**src/rtl/cmt_outctl_pkg.sv**
```systemverilog
package cmt_outctl_pkg;

    // Number of enable bits that precede the mode code in a channel field.
    localparam int unsigned ENABLE_BITS = 2;

    typedef enum logic {
        TRIG_LO = 1'b0,
        TRIG_HI = 1'b1
    } trig_state_e;

    typedef enum logic {
        FLAG_CLEAR = 1'b0,
        FLAG_SET   = 1'b1
    } flag_state_e;

endpackage

```
**src/rtl/cmt_trig_track.sv**
```systemverilog
module cmt_trig_track
    import cmt_outctl_pkg::*;
(
    input  logic clk,
    input  logic rst_n,
    input  logic trig_in,
    output logic trig_rise
);

    trig_state_e state_q;
    trig_state_e state_d;

    // Next-state logic.
    always_comb begin
        unique case (state_q)
            TRIG_LO: state_d = trig_in ? TRIG_HI : TRIG_LO;
            TRIG_HI: state_d = trig_in ? TRIG_HI : TRIG_LO;
            default: state_d = TRIG_LO;
        endcase
    end

    // State register.
    always_ff @(posedge clk or negedge rst_n) begin
        if (!rst_n) begin
            state_q <= TRIG_LO;
        end else begin
            state_q <= state_d;
        end
    end

    // Outputs: a rise is the LO -> HI transition.
    always_comb begin
        unique case (state_q)
            TRIG_LO: trig_rise = trig_in;
            TRIG_HI: trig_rise = 1'b0;
            default: trig_rise = 1'b0;
        endcase
    end

    // a level held high never produces two rises in a row.
    a_r5_single_rise: assert property (@(posedge clk) disable iff (!rst_n)
        trig_rise |=> !trig_rise);

endmodule

```
**src/rtl/cmt_com_source.sv**
```systemverilog
module cmt_com_source
    import cmt_outctl_pkg::*;
(
    input  logic clk,
    input  logic rst_n,
    input  logic sw_com,
    input  logic com_src_sel,
    input  logic trig_rise,
    input  logic flag_clr,
    output logic com_evt,
    output logic com_flag
);

    flag_state_e flag_q;
    flag_state_e flag_d;

    // Event source selection.
    always_comb begin
        com_evt = sw_com | (com_src_sel & trig_rise);
    end

    // Next-state logic: a new event outranks a clear.
    always_comb begin
        unique case (flag_q)
            FLAG_CLEAR: flag_d = com_evt ? FLAG_SET : FLAG_CLEAR;
            FLAG_SET:   flag_d = (flag_clr && !com_evt) ? FLAG_CLEAR : FLAG_SET;
            default:    flag_d = FLAG_CLEAR;
        endcase
    end

    // State register.
    always_ff @(posedge clk or negedge rst_n) begin
        if (!rst_n) begin
            flag_q <= FLAG_CLEAR;
        end else begin
            flag_q <= flag_d;
        end
    end

    // Outputs.
    always_comb begin
        unique case (flag_q)
            FLAG_CLEAR: com_flag = 1'b0;
            FLAG_SET:   com_flag = 1'b1;
            default:    com_flag = 1'b0;
        endcase
    end

    // any event leaves the flag set on the next cycle.
    a_r8_flag_sets: assert property (@(posedge clk) disable iff (!rst_n)
        com_evt |=> com_flag);

    // without a strobe and without trigger selection the flag cannot move.
    a_r4_no_trig_event: assert property (@(posedge clk) disable iff (!rst_n)
        (!sw_com && !com_src_sel && !flag_clr) |=> $stable(com_flag));

endmodule

```
**src/rtl/cmt_chan_slot.sv**
```systemverilog
module cmt_chan_slot
    import cmt_outctl_pkg::*;
#(
    parameter int unsigned MODE_W   = 3,
    parameter bit          HAS_COMP = 1'b1,
    localparam int unsigned FLD_W   = ENABLE_BITS + MODE_W
) (
    input  logic             clk,
    input  logic             rst_n,
    input  logic             wr_hit,
    input  logic [FLD_W-1:0] wr_fld,
    input  logic             preload_en,
    input  logic             com_evt,
    output logic [FLD_W-1:0] act_fld
);

    logic [FLD_W-1:0] shadow_q;
    logic [FLD_W-1:0] act_q;
    logic             use_preload;

    // Preload applies only to slots that drive a complementary pair.
    always_comb begin
        use_preload = HAS_COMP && preload_en;
    end

    always_ff @(posedge clk or negedge rst_n) begin
        if (!rst_n) begin
            shadow_q <= '0;
            act_q    <= '0;
        end else begin
            if (wr_hit) begin
                shadow_q <= wr_fld;
            end
            if (use_preload) begin
                // Event copies the shadow as it was before any write this cycle.
                if (com_evt) begin
                    act_q <= shadow_q;
                end
            end else if (wr_hit) begin
                act_q <= wr_fld;
            end else if (HAS_COMP && com_evt) begin
                act_q <= shadow_q;
            end
        end
    end

    assign act_fld = act_q;

    generate
        if (HAS_COMP) begin : g_comp_checks
            // a preloaded slot holds its active value until an event.
            a_r3_hold_until_com: assert property (@(posedge clk) disable iff (!rst_n)
                (preload_en && !com_evt) |=> $stable(act_fld));

            // without preload the write reaches the outputs next cycle.
            a_r2_direct_write: assert property (@(posedge clk) disable iff (!rst_n)
                (!preload_en && wr_hit) |=> (act_fld == $past(wr_fld)));

            // collision of a write and an event.
            a_r7_collision: assert property (@(posedge clk) disable iff (!rst_n)
                (preload_en && wr_hit && com_evt) |=>
                    ((act_fld == $past(shadow_q)) && (shadow_q == $past(wr_fld))));
        end else begin : g_plain_checks
            // plain slots follow writes directly.
            a_r6_plain_write: assert property (@(posedge clk) disable iff (!rst_n)
                wr_hit |=> (act_fld == $past(wr_fld)));

            // plain slots ignore events.
            a_r6_plain_idle: assert property (@(posedge clk) disable iff (!rst_n)
                !wr_hit |=> $stable(act_fld));
        end
    endgenerate

endmodule

```
**src/rtl/cmt_outctl.sv**
```systemverilog
module cmt_outctl
    import cmt_outctl_pkg::*;
#(
    parameter int unsigned NUM_CH   = 4,
    parameter int unsigned NUM_COMP = 2,
    parameter int unsigned MODE_W   = 3,
    localparam int unsigned CH_IDX_W = (NUM_CH > 1) ? $clog2(NUM_CH) : 1,
    localparam int unsigned FLD_W    = ENABLE_BITS + MODE_W
) (
    input  logic                       clk,
    input  logic                       rst_n,
    input  logic                       wr_en,
    input  logic [CH_IDX_W-1:0]        wr_chan,
    input  logic                       wr_oe,
    input  logic                       wr_noe,
    input  logic [MODE_W-1:0]          wr_mode,
    input  logic                       preload_en,
    input  logic                       com_src_sel,
    input  logic                       sw_com,
    input  logic                       trig_in,
    input  logic                       flag_clr,
    output logic [NUM_CH-1:0]          act_oe,
    output logic [NUM_CH-1:0]          act_noe,
    output logic [NUM_CH*MODE_W-1:0]   act_mode,
    output logic                       com_flag
);

    logic             trig_rise;
    logic             com_evt;
    logic [FLD_W-1:0] wr_fld;

    assign wr_fld = {wr_oe, wr_noe, wr_mode};

    cmt_trig_track u_trig (
        .clk       (clk),
        .rst_n     (rst_n),
        .trig_in   (trig_in),
        .trig_rise (trig_rise)
    );

    cmt_com_source u_src (
        .clk         (clk),
        .rst_n       (rst_n),
        .sw_com      (sw_com),
        .com_src_sel (com_src_sel),
        .trig_rise   (trig_rise),
        .flag_clr    (flag_clr),
        .com_evt     (com_evt),
        .com_flag    (com_flag)
    );

    generate
        for (genvar ch = 0; ch < NUM_CH; ch++) begin : g_ch
            logic             hit;
            logic [FLD_W-1:0] fld;

            assign hit = wr_en && (wr_chan == CH_IDX_W'(ch));

            cmt_chan_slot #(
                .MODE_W   (MODE_W),
                .HAS_COMP (ch < NUM_COMP)
            ) u_slot (
                .clk        (clk),
                .rst_n      (rst_n),
                .wr_hit     (hit),
                .wr_fld     (wr_fld),
                .preload_en (preload_en),
                .com_evt    (com_evt),
                .act_fld    (fld)
            );

            assign act_oe[ch]                   = fld[FLD_W-1];
            assign act_noe[ch]                  = fld[FLD_W-2];
            assign act_mode[ch*MODE_W +: MODE_W] = fld[MODE_W-1:0];
        end
    endgenerate

    // one event, with preload on, moves every preloaded slot in one edge:
    // no preloaded active bit can change except on an event cycle.
    a_r9_atomic_move: assert property (@(posedge clk) disable iff (!rst_n)
        (preload_en && !com_evt) |=> ($stable(act_oe[NUM_COMP-1:0]) &&
                                      $stable(act_noe[NUM_COMP-1:0])));

endmodule

```
**config.mk**
```make
export PLATFORM = sky130hd
export DESIGN_NAME = cmt_outctl
export DESIGN_NICKNAME = d
export VERILOG_FILES = /design/src/rtl/cmt_outctl_pkg.sv /design/src/rtl/cmt_trig_track.sv /design/src/rtl/cmt_com_source.sv /design/src/rtl/cmt_chan_slot.sv /design/src/rtl/cmt_outctl.sv
export SDC_FILE = /design/constraint.sdc
export NUM_CORES = 1
export LEC_CHECK = 0
export ABC_AREA = 1
export CELL_PAD_IN_SITES_DETAIL_PLACEMENT = 1
export CELL_PAD_IN_SITES_GLOBAL_PLACEMENT = 1
export CORE_ASPECT_RATIO = 1.25
export CORE_UTILIZATION = 35
export CTS_CLUSTER_SIZE = 10
export DETAILED_ROUTE_END_ITERATION = 8
export PLACE_DENSITY = 0.76
export SETUP_SLACK_MARGIN = 0.5
export SLEW_MARGIN = 20
export SYNTH_ARGS = -nofsm -noshare
export SYNTH_HDL_FRONTEND = slang
export SYNTH_SLANG_ARGS = --single-unit
```
**constraint.sdc**
```tcl
create_clock -name clk -period 1.2 [get_ports clk]
set_input_delay 0.24 -clock clk [delete_from_list [all_inputs] [get_ports clk]]
set_output_delay 0.24 -clock clk [all_outputs]
set_load 0.005 [all_outputs]
```
### Word level (Yosys, flattened, before mapping)

Index checks and enable logic that the tools add are counted.

| operators by class | value |
|---|---|
| $add $sub $neg | 0 |
| $mul | 0 |
| div/mod/pow operators | 0 |
| order comparisons | 0 |
| equal/unequal tests | 3 |
| shift operators | 0 |
| mux-type cells | 12 |
| bitwise operators | 4 |
| reductions and logical operators | 7 |

Operators by type and width:

| cell | number |
|---|---|
| 2-to-1 mux 5 bit | 6 |
| case mux 1 bit (2 select lines) | 3 |
| logical AND 1 bit | 5 |
| == test 2 bit, second input constant | 2 |
| 2-to-1 mux 1 bit | 3 |
| == test 2 x 1 -> 1 bit, second input constant | 1 |
| zero test 2 bit | 1 |
| inverter 1 bit | 2 |
| bitwise AND 1 bit | 1 |
| zero test 1 bit | 1 |
| OR 1 bit | 1 |

| storage, ports and cells | value |
|---|---|
| bits in registers | 32 |
| bits in latches | 0 |
| RAM bits | 0 |
| memory bits (read-only) | 0 |
| input bits | 15 |
| output and inout port bits | 21 |
| logic and storage cells | 34 |
| memories kept | 0 |

### Logic depth before layout (Yosys ltp)

| logic depth | value |
|---|---|
| word-level depth | 8 |
| mapped depth | 6 |
| mapped depth without buffers | 6 |

### By module

From an unflattened synthesis, not the netlist that was laid out.

| second synthesis, totals | value |
|---|---|
| cells, all modules | 178 |
| area total of the unflattened synthesis | 1415.1 um^2 |

By module, submodules not included:

| module | times used | cells an instance | area an instance (um^2) | sequential area each (um^2) |
|---|---|---|---|---|
| cmt_chan_slot (g_ch[0].u_slot ...) | 2 | 59 | 460.4 | 250.2 |
| cmt_chan_slot (g_ch[2].u_slot ...) | 2 | 21 | 185.2 | 125.1 |
| cmt_com_source | 1 | 7 | 58.8 | 25.0 |
| cmt_trig_track | 1 | 3 | 35.0 | 25.0 |
| cmt_outctl | 1 | 8 | 30.0 | 0.0 |

### Worst setup path after synthesis

No wires, ideal clock.

| path | value |
|---|---|
| kind | register to register |
| from | register u_trig.state_q |
| to | register g_ch[0].u_slot.act_q[3] |
| setup time | 0.118 ns |
| arrival time | 0.904 ns |
| data required time | 1.082 ns |
| setup slack | 0.178 ns |
| cell stages (with the launch flop) | 7 |
| path buffers | 1 |
| clock period less this slack | 1.022 ns |
| path through | dfrtp_1 > inv_1 > nand3_1 > clkbuf_1 > nand3_1 > nand3_1 > nand2_1 |

| between the ends | value |
|---|---|
| cells in the longest elaborated chain, start to end | 7 |

RTL lines:

| what | line | source |
|---|---|---|
| from (decl) | cmt_trig_track.sv:10 | `trig_state_e state_q;` |
| from (signal assigned) | cmt_trig_track.sv:27 | `state_q <= state_d;` |
| inverter 1 bit | cmt_trig_track.sv:33 | `unique case (state_q)` |
| case mux 1 bit (2 select lines) * | cmt_trig_track.sv:33 |  |
| bitwise AND 1 bit * | cmt_com_source.sv:19 | `com_evt = sw_com \| (com_src_sel & trig_rise);` |
| OR 1 bit * | cmt_com_source.sv:19 |  |
| 2-to-1 mux 5 bit * | n/a |  |
| 2-to-1 mux 5 bit | n/a |  |
| 2-to-1 mux 5 bit * | n/a |  |
| to (signal assigned) | cmt_chan_slot.sv:37 | `act_q <= shadow_q;` |
| to (signal assigned) | cmt_chan_slot.sv:40 | `act_q <= wr_fld;` |
| to (signal assigned) | cmt_chan_slot.sv:42 | `act_q <= shadow_q;` |
| to (decl) | cmt_chan_slot.sv:18 | `logic [FLD_W-1:0] act_q;` |

Every way passes the cells marked *; elsewhere a longest branch is shown, timed or not.
A chain may end at the register's enable or synchronous reset.

### Final worst setup path

| path | value |
|---|---|
| from | register u_trig.state_q |
| to | register g_ch[0].u_slot.act_q[2] |

Same word-level chain as after synthesis.

==> metrics.log <==
[metrics] Final GP Congestion: 0.784
[metrics] TritonCTS clock tree: built
[metrics] required time at the worst-slack endpoint: about 1.4 ns
[metrics] number of flip-flops and latches in the synthesized netlist: 32
[metrics] number of inserted diodes: 0
[metrics] combinational share of power: 0.301
[metrics] worst hold slack across all endpoints: roughly 0.26 ns
[metrics] detail-routed via count per cell: 5.01
[metrics] transition time at the pin with the least slew margin: between 0.2 and 0.3 ns
[metrics] H-tree lvl count: 2
[metrics] initial cell density of the core: 0.370
[metrics] # setup viols final: 0
[metrics] number of DRC violations after detailed-routing iteration 0: 20
[metrics] detailed-route wire length per cell: 19.8 um
[metrics] Avg Cell Area, Syn: between 8 and 9 um2
[metrics] vias in the first global route: approximately 1.6k
[metrics] worst voltage drop across the vdd grid: roughly 730 uV
[metrics] Worst Setup End Kind: register
[metrics] switching fraction of total power: 0.322
[metrics] Detail Placement HPWL: around 3000 um
[metrics] count of warnings emitted by yosys: 0
[metrics] largest buffer count on any clock path: 2
[metrics] maximum number of pins on one net before global-route repair: 33
[metrics] Core Region: slightly below 0.004 mm2
[metrics] Post-Synthesis Net Count: between 150 and 200
[metrics] clk sink count: 32
[metrics] Post-layout nets: 254
[metrics] iteration count of the initial detailed-routing pass: 4
[metrics] areal power density over the cells: ~1300 mW/mm2
[metrics] CTS root buffer: sky130_fd_sc_hd__clkbuf_8
[metrics] DRC violations left: 0
[metrics] Die Span Y: between 70 and 80 um
[metrics] port buffer count: 35
[metrics] synthesized-area fraction occupied by adder cells: 0
[metrics] Final Instance Area: between 0.002 and 0.0025 mm2
[metrics] Total Routed Length: slightly below 6000 um
[metrics] main combinational cell family by area after synthesis: simple AND/OR/NAND/NOR gates
[metrics] Flop pwr share: 0.424
[metrics] net switching power of the design: around 0.001 W
[metrics] number of pins exceeding their max-slew limit in the final report: 0
[metrics] cell-internal power: between 0.002 and 0.0025 W
[metrics] layout-stage area growth over the synthesis result: 75.0%
[metrics] Critical Path Source Type: register
[metrics] post-synthesis instance area: roughly 0.0014 mm2
[metrics] setup repair after global routing missed its margin: yes
[metrics] max-capacitance violation count: 0
[metrics] Critical Setup Path Class: reg2reg
[metrics] worst-path maximum fanout: 5
[metrics] clock input transition at the sequential cells of the worst setup and hold paths: about 0.07 ns
[metrics] number of antenna violations at the first check in global routing: 0
[metrics] non-filler cells, final: 294
[metrics] Final Cycle Share: 0.891
[metrics] Hold Crit Class: in2reg
[metrics] Hold Violations, Final: 0
[metrics] Synth Area in Compound Gates: 0.0756
[metrics] area fraction in and, or, nand and nor cells after synthesis: 0.258
[metrics] post-route clock skew: about 0.0082 ns
[metrics] part of the Yosys area used for sequential elements: 0.563
[metrics] xor and xnor area share after synthesis: 0
[metrics] clock period minus final worst setup slack: about 1.1 ns
[metrics] Top Ports: 36
[metrics] share of cell area taken by muxes after synthesis: 0
[metrics] run status: complete, no violations
[metrics] total number of vias: roughly 1.5k
[metrics] Achievable Freq: slightly above 900 MHz
[metrics] count of antenna-violating nets left after detailed routing: 0
[metrics] clk_lat worst skew: approximately 0.29 ns
[metrics] overall fraction of global-route tracks in use: 0.265
[metrics] first-pass GRT wire length: between 8000 and 9000 um
[metrics] total clock buffers created by CTS: 5
[metrics] ranking of synthesized cells by area: sky130_fd_sc_hd__dfrtp_1 56%, sky130_fd_sc_hd__nand2_1 12%, sky130_fd_sc_hd__nand3_1 11%, sky130_fd_sc_hd__inv_1 7.9%, sky130_fd_sc_hd__o21ai_0 7.0%
[metrics] Unique masters post-synth: 11
[metrics] Site Rows: 25
[metrics] share of total power in the clock network: 0.275
[metrics] Horiz. Die Dim: just under 60 um
[metrics] Synth top area share: 0.563
[metrics] worst endpoint data arrival time: 1.24 ns
[metrics] Cells after DPL: around 270
[metrics] Synth area leader: sky130_fd_sc_hd__dfrtp_1
[metrics] synthesized instance count: about 170
[metrics] Lkg Pwr: around 1.3 nW
[metrics] Die Outline Area: 0.00433 mm2
[metrics] remaining global-route overflow: 0
[metrics] Post-Place Cell Area: 0.00200 mm2
[metrics] share of layout cells above drive strength 1: 0.563
[metrics] Max transition margin: 0.804
-- power by group through the flow --
stage | clock network (W) | logic, W | registers, W
5_1_grt | 0.000922 | 0.00102 | 0.00136
2_1_floorplan | 0 | 0.000269 | 0.00135
3_3_place_gp | 0 | 0.000697 | 0.00134
3_5_place_dp | 0 | 0.000731 | 0.00135
4_1_cts | 0.000861 | 0.000766 | 0.00133
6_report | 0.000871 | 0.000953 | 0.00134
-- layer usage --
metal | vias to the layer above | share of wire | track usage
met5 | - | 0 | 0
met4 | 0 | 0.032 | 0.0794
met3 | 17 | 0.033 | 0.0493
met2 | 49 | 0.57 | 0.504
met1 | 730 | 0.37 | 0.292
li1 | 677 | - | -
-- registers in the layout, summed over array words and instances, names as in the netlist --
name	flops
g_ch.u_slot.shadow_q	10
g_ch.u_slot.act_fld	20
u_trig.state_q	1
u_src.flag_q	1
-- through the flow --
| step | TNS [ns] | util | total power (W) | worst slack (ns) |
|---|---|---|---|---|
| after global routing | 0 | 0.647 | 0.00330 | 0.0859 |
| final | 0 | 0.647 | 0.00317 | 0.131 |
| after CTS | 0 | 0.585 | 0.00296 | 0.154 |
| after detailed placement | -7.62 | 0.520 | 0.00208 | -0.319 |
| after global placement | -6.37 | 0.520 | 0.00204 | -0.259 |
| after floorplan | 0 | - | 0.00162 | 0.307 |
-- cells by family after synthesis --
group / after synthesis
flops: 32
buf+inv: 35
simple gates: 80
compound gates: 21
-- worst max-delay path, cell delays in order (launching register included) --
cell and delay [ns]:
sky130_fd_sc_hd__dfrtp_1 0.38, sky130_fd_sc_hd__inv_2 0.07, sky130_fd_sc_hd__nand3_4 0.13, sky130_fd_sc_hd__nand2_4 0.16
sky130_fd_sc_hd__nand2_2 0.07, sky130_fd_sc_hd__nand3_2 0.08, sky130_fd_sc_hd__nand2_2 0.06
-- cells in the mapped netlist --
library cell and count:
sky130_fd_sc_hd__nor2_4 2, sky130_fd_sc_hd__inv_1 30, sky130_fd_sc_hd__nand3_1 31, sky130_fd_sc_hd__o21ai_0 20, sky130_fd_sc_hd__o211ai_1 1, sky130_fd_sc_hd__clkbuf_1 2, sky130_fd_sc_hd__dfrtp_1 32, sky130_fd_sc_hd__buf_2 1
sky130_fd_sc_hd__nand2_1 45, sky130_fd_sc_hd__buf_6 2, sky130_fd_sc_hd__nand3_2 2
-- layout by cell type, fill, tap and decap left out --
cell type and n:
sky130_fd_sc_hd__clkbuf_8 6, sky130_fd_sc_hd__dlygate4sd2_1 6, sky130_fd_sc_hd__buf_6 14, sky130_fd_sc_hd__o21ai_0 2, sky130_fd_sc_hd__nand3_1 13, sky130_fd_sc_hd__nand2_4 9, sky130_fd_sc_hd__nand3_4 6, sky130_fd_sc_hd__inv_12 1
sky130_fd_sc_hd__o211ai_1 1, sky130_fd_sc_hd__clkbuf_2 1, sky130_fd_sc_hd__inv_2 3, sky130_fd_sc_hd__o21ai_1 7, sky130_fd_sc_hd__buf_4 10, sky130_fd_sc_hd__nor2_4 2, sky130_fd_sc_hd__nand3_2 16, sky130_fd_sc_hd__buf_2 23
sky130_fd_sc_hd__clkinv_2 2, sky130_fd_sc_hd__dfrtp_1 32, sky130_fd_sc_hd__nand2_1 14, sky130_fd_sc_hd__nand2_8 1, sky130_fd_sc_hd__clkdlybuf4s50_1 4, sky130_fd_sc_hd__o21ai_2 11, sky130_fd_sc_hd__buf_8 3, sky130_fd_sc_hd__nand2_2 22
sky130_fd_sc_hd__buf_12 5, sky130_fd_sc_hd__inv_1 26
-- timing repair --
action | 4_1_cts | 5_1_grt
buffers inserted | 7 | 6
resized for setup | 154 | 54
hold buffers | 0 | 0
cloned | 5 | 1
endpoints found under the setup margin | 52 | 51
pin swaps | 18 | 30
-- layout make-up --
cell class                 count  area, um2
clock buffer                   6       82.6
clock inverter                 2       10.0
fill                         425       1360
inverter                      30        125
multi-input combinational    104        813
sequential                    32        801
tap                           54       67.6
timing repair buffer          66        591
-- worst paths after layout --
kind                                           start                         to  slack [ns]  cells past startpoint
setup / recovery                      u_trig.state_q  g_ch[0].u_slot.act_fld[2]        0.13                      6
hold / removal                               trig_in             u_trig.state_q        0.26                      1
setup reg to reg                      u_trig.state_q  g_ch[0].u_slot.act_fld[2]        0.13                      6
hold reg to reg            g_ch[3].u_slot.act_fld[4]  g_ch[3].u_slot.act_fld[4]        0.50                      2
max in group asynchronous                      rst_n  g_ch[3].u_slot.act_fld[2]        0.70                      2
min in group asynchronous                      rst_n             u_trig.state_q        0.32                      2
No activity file was read; power rests on OpenSTA's default activity.
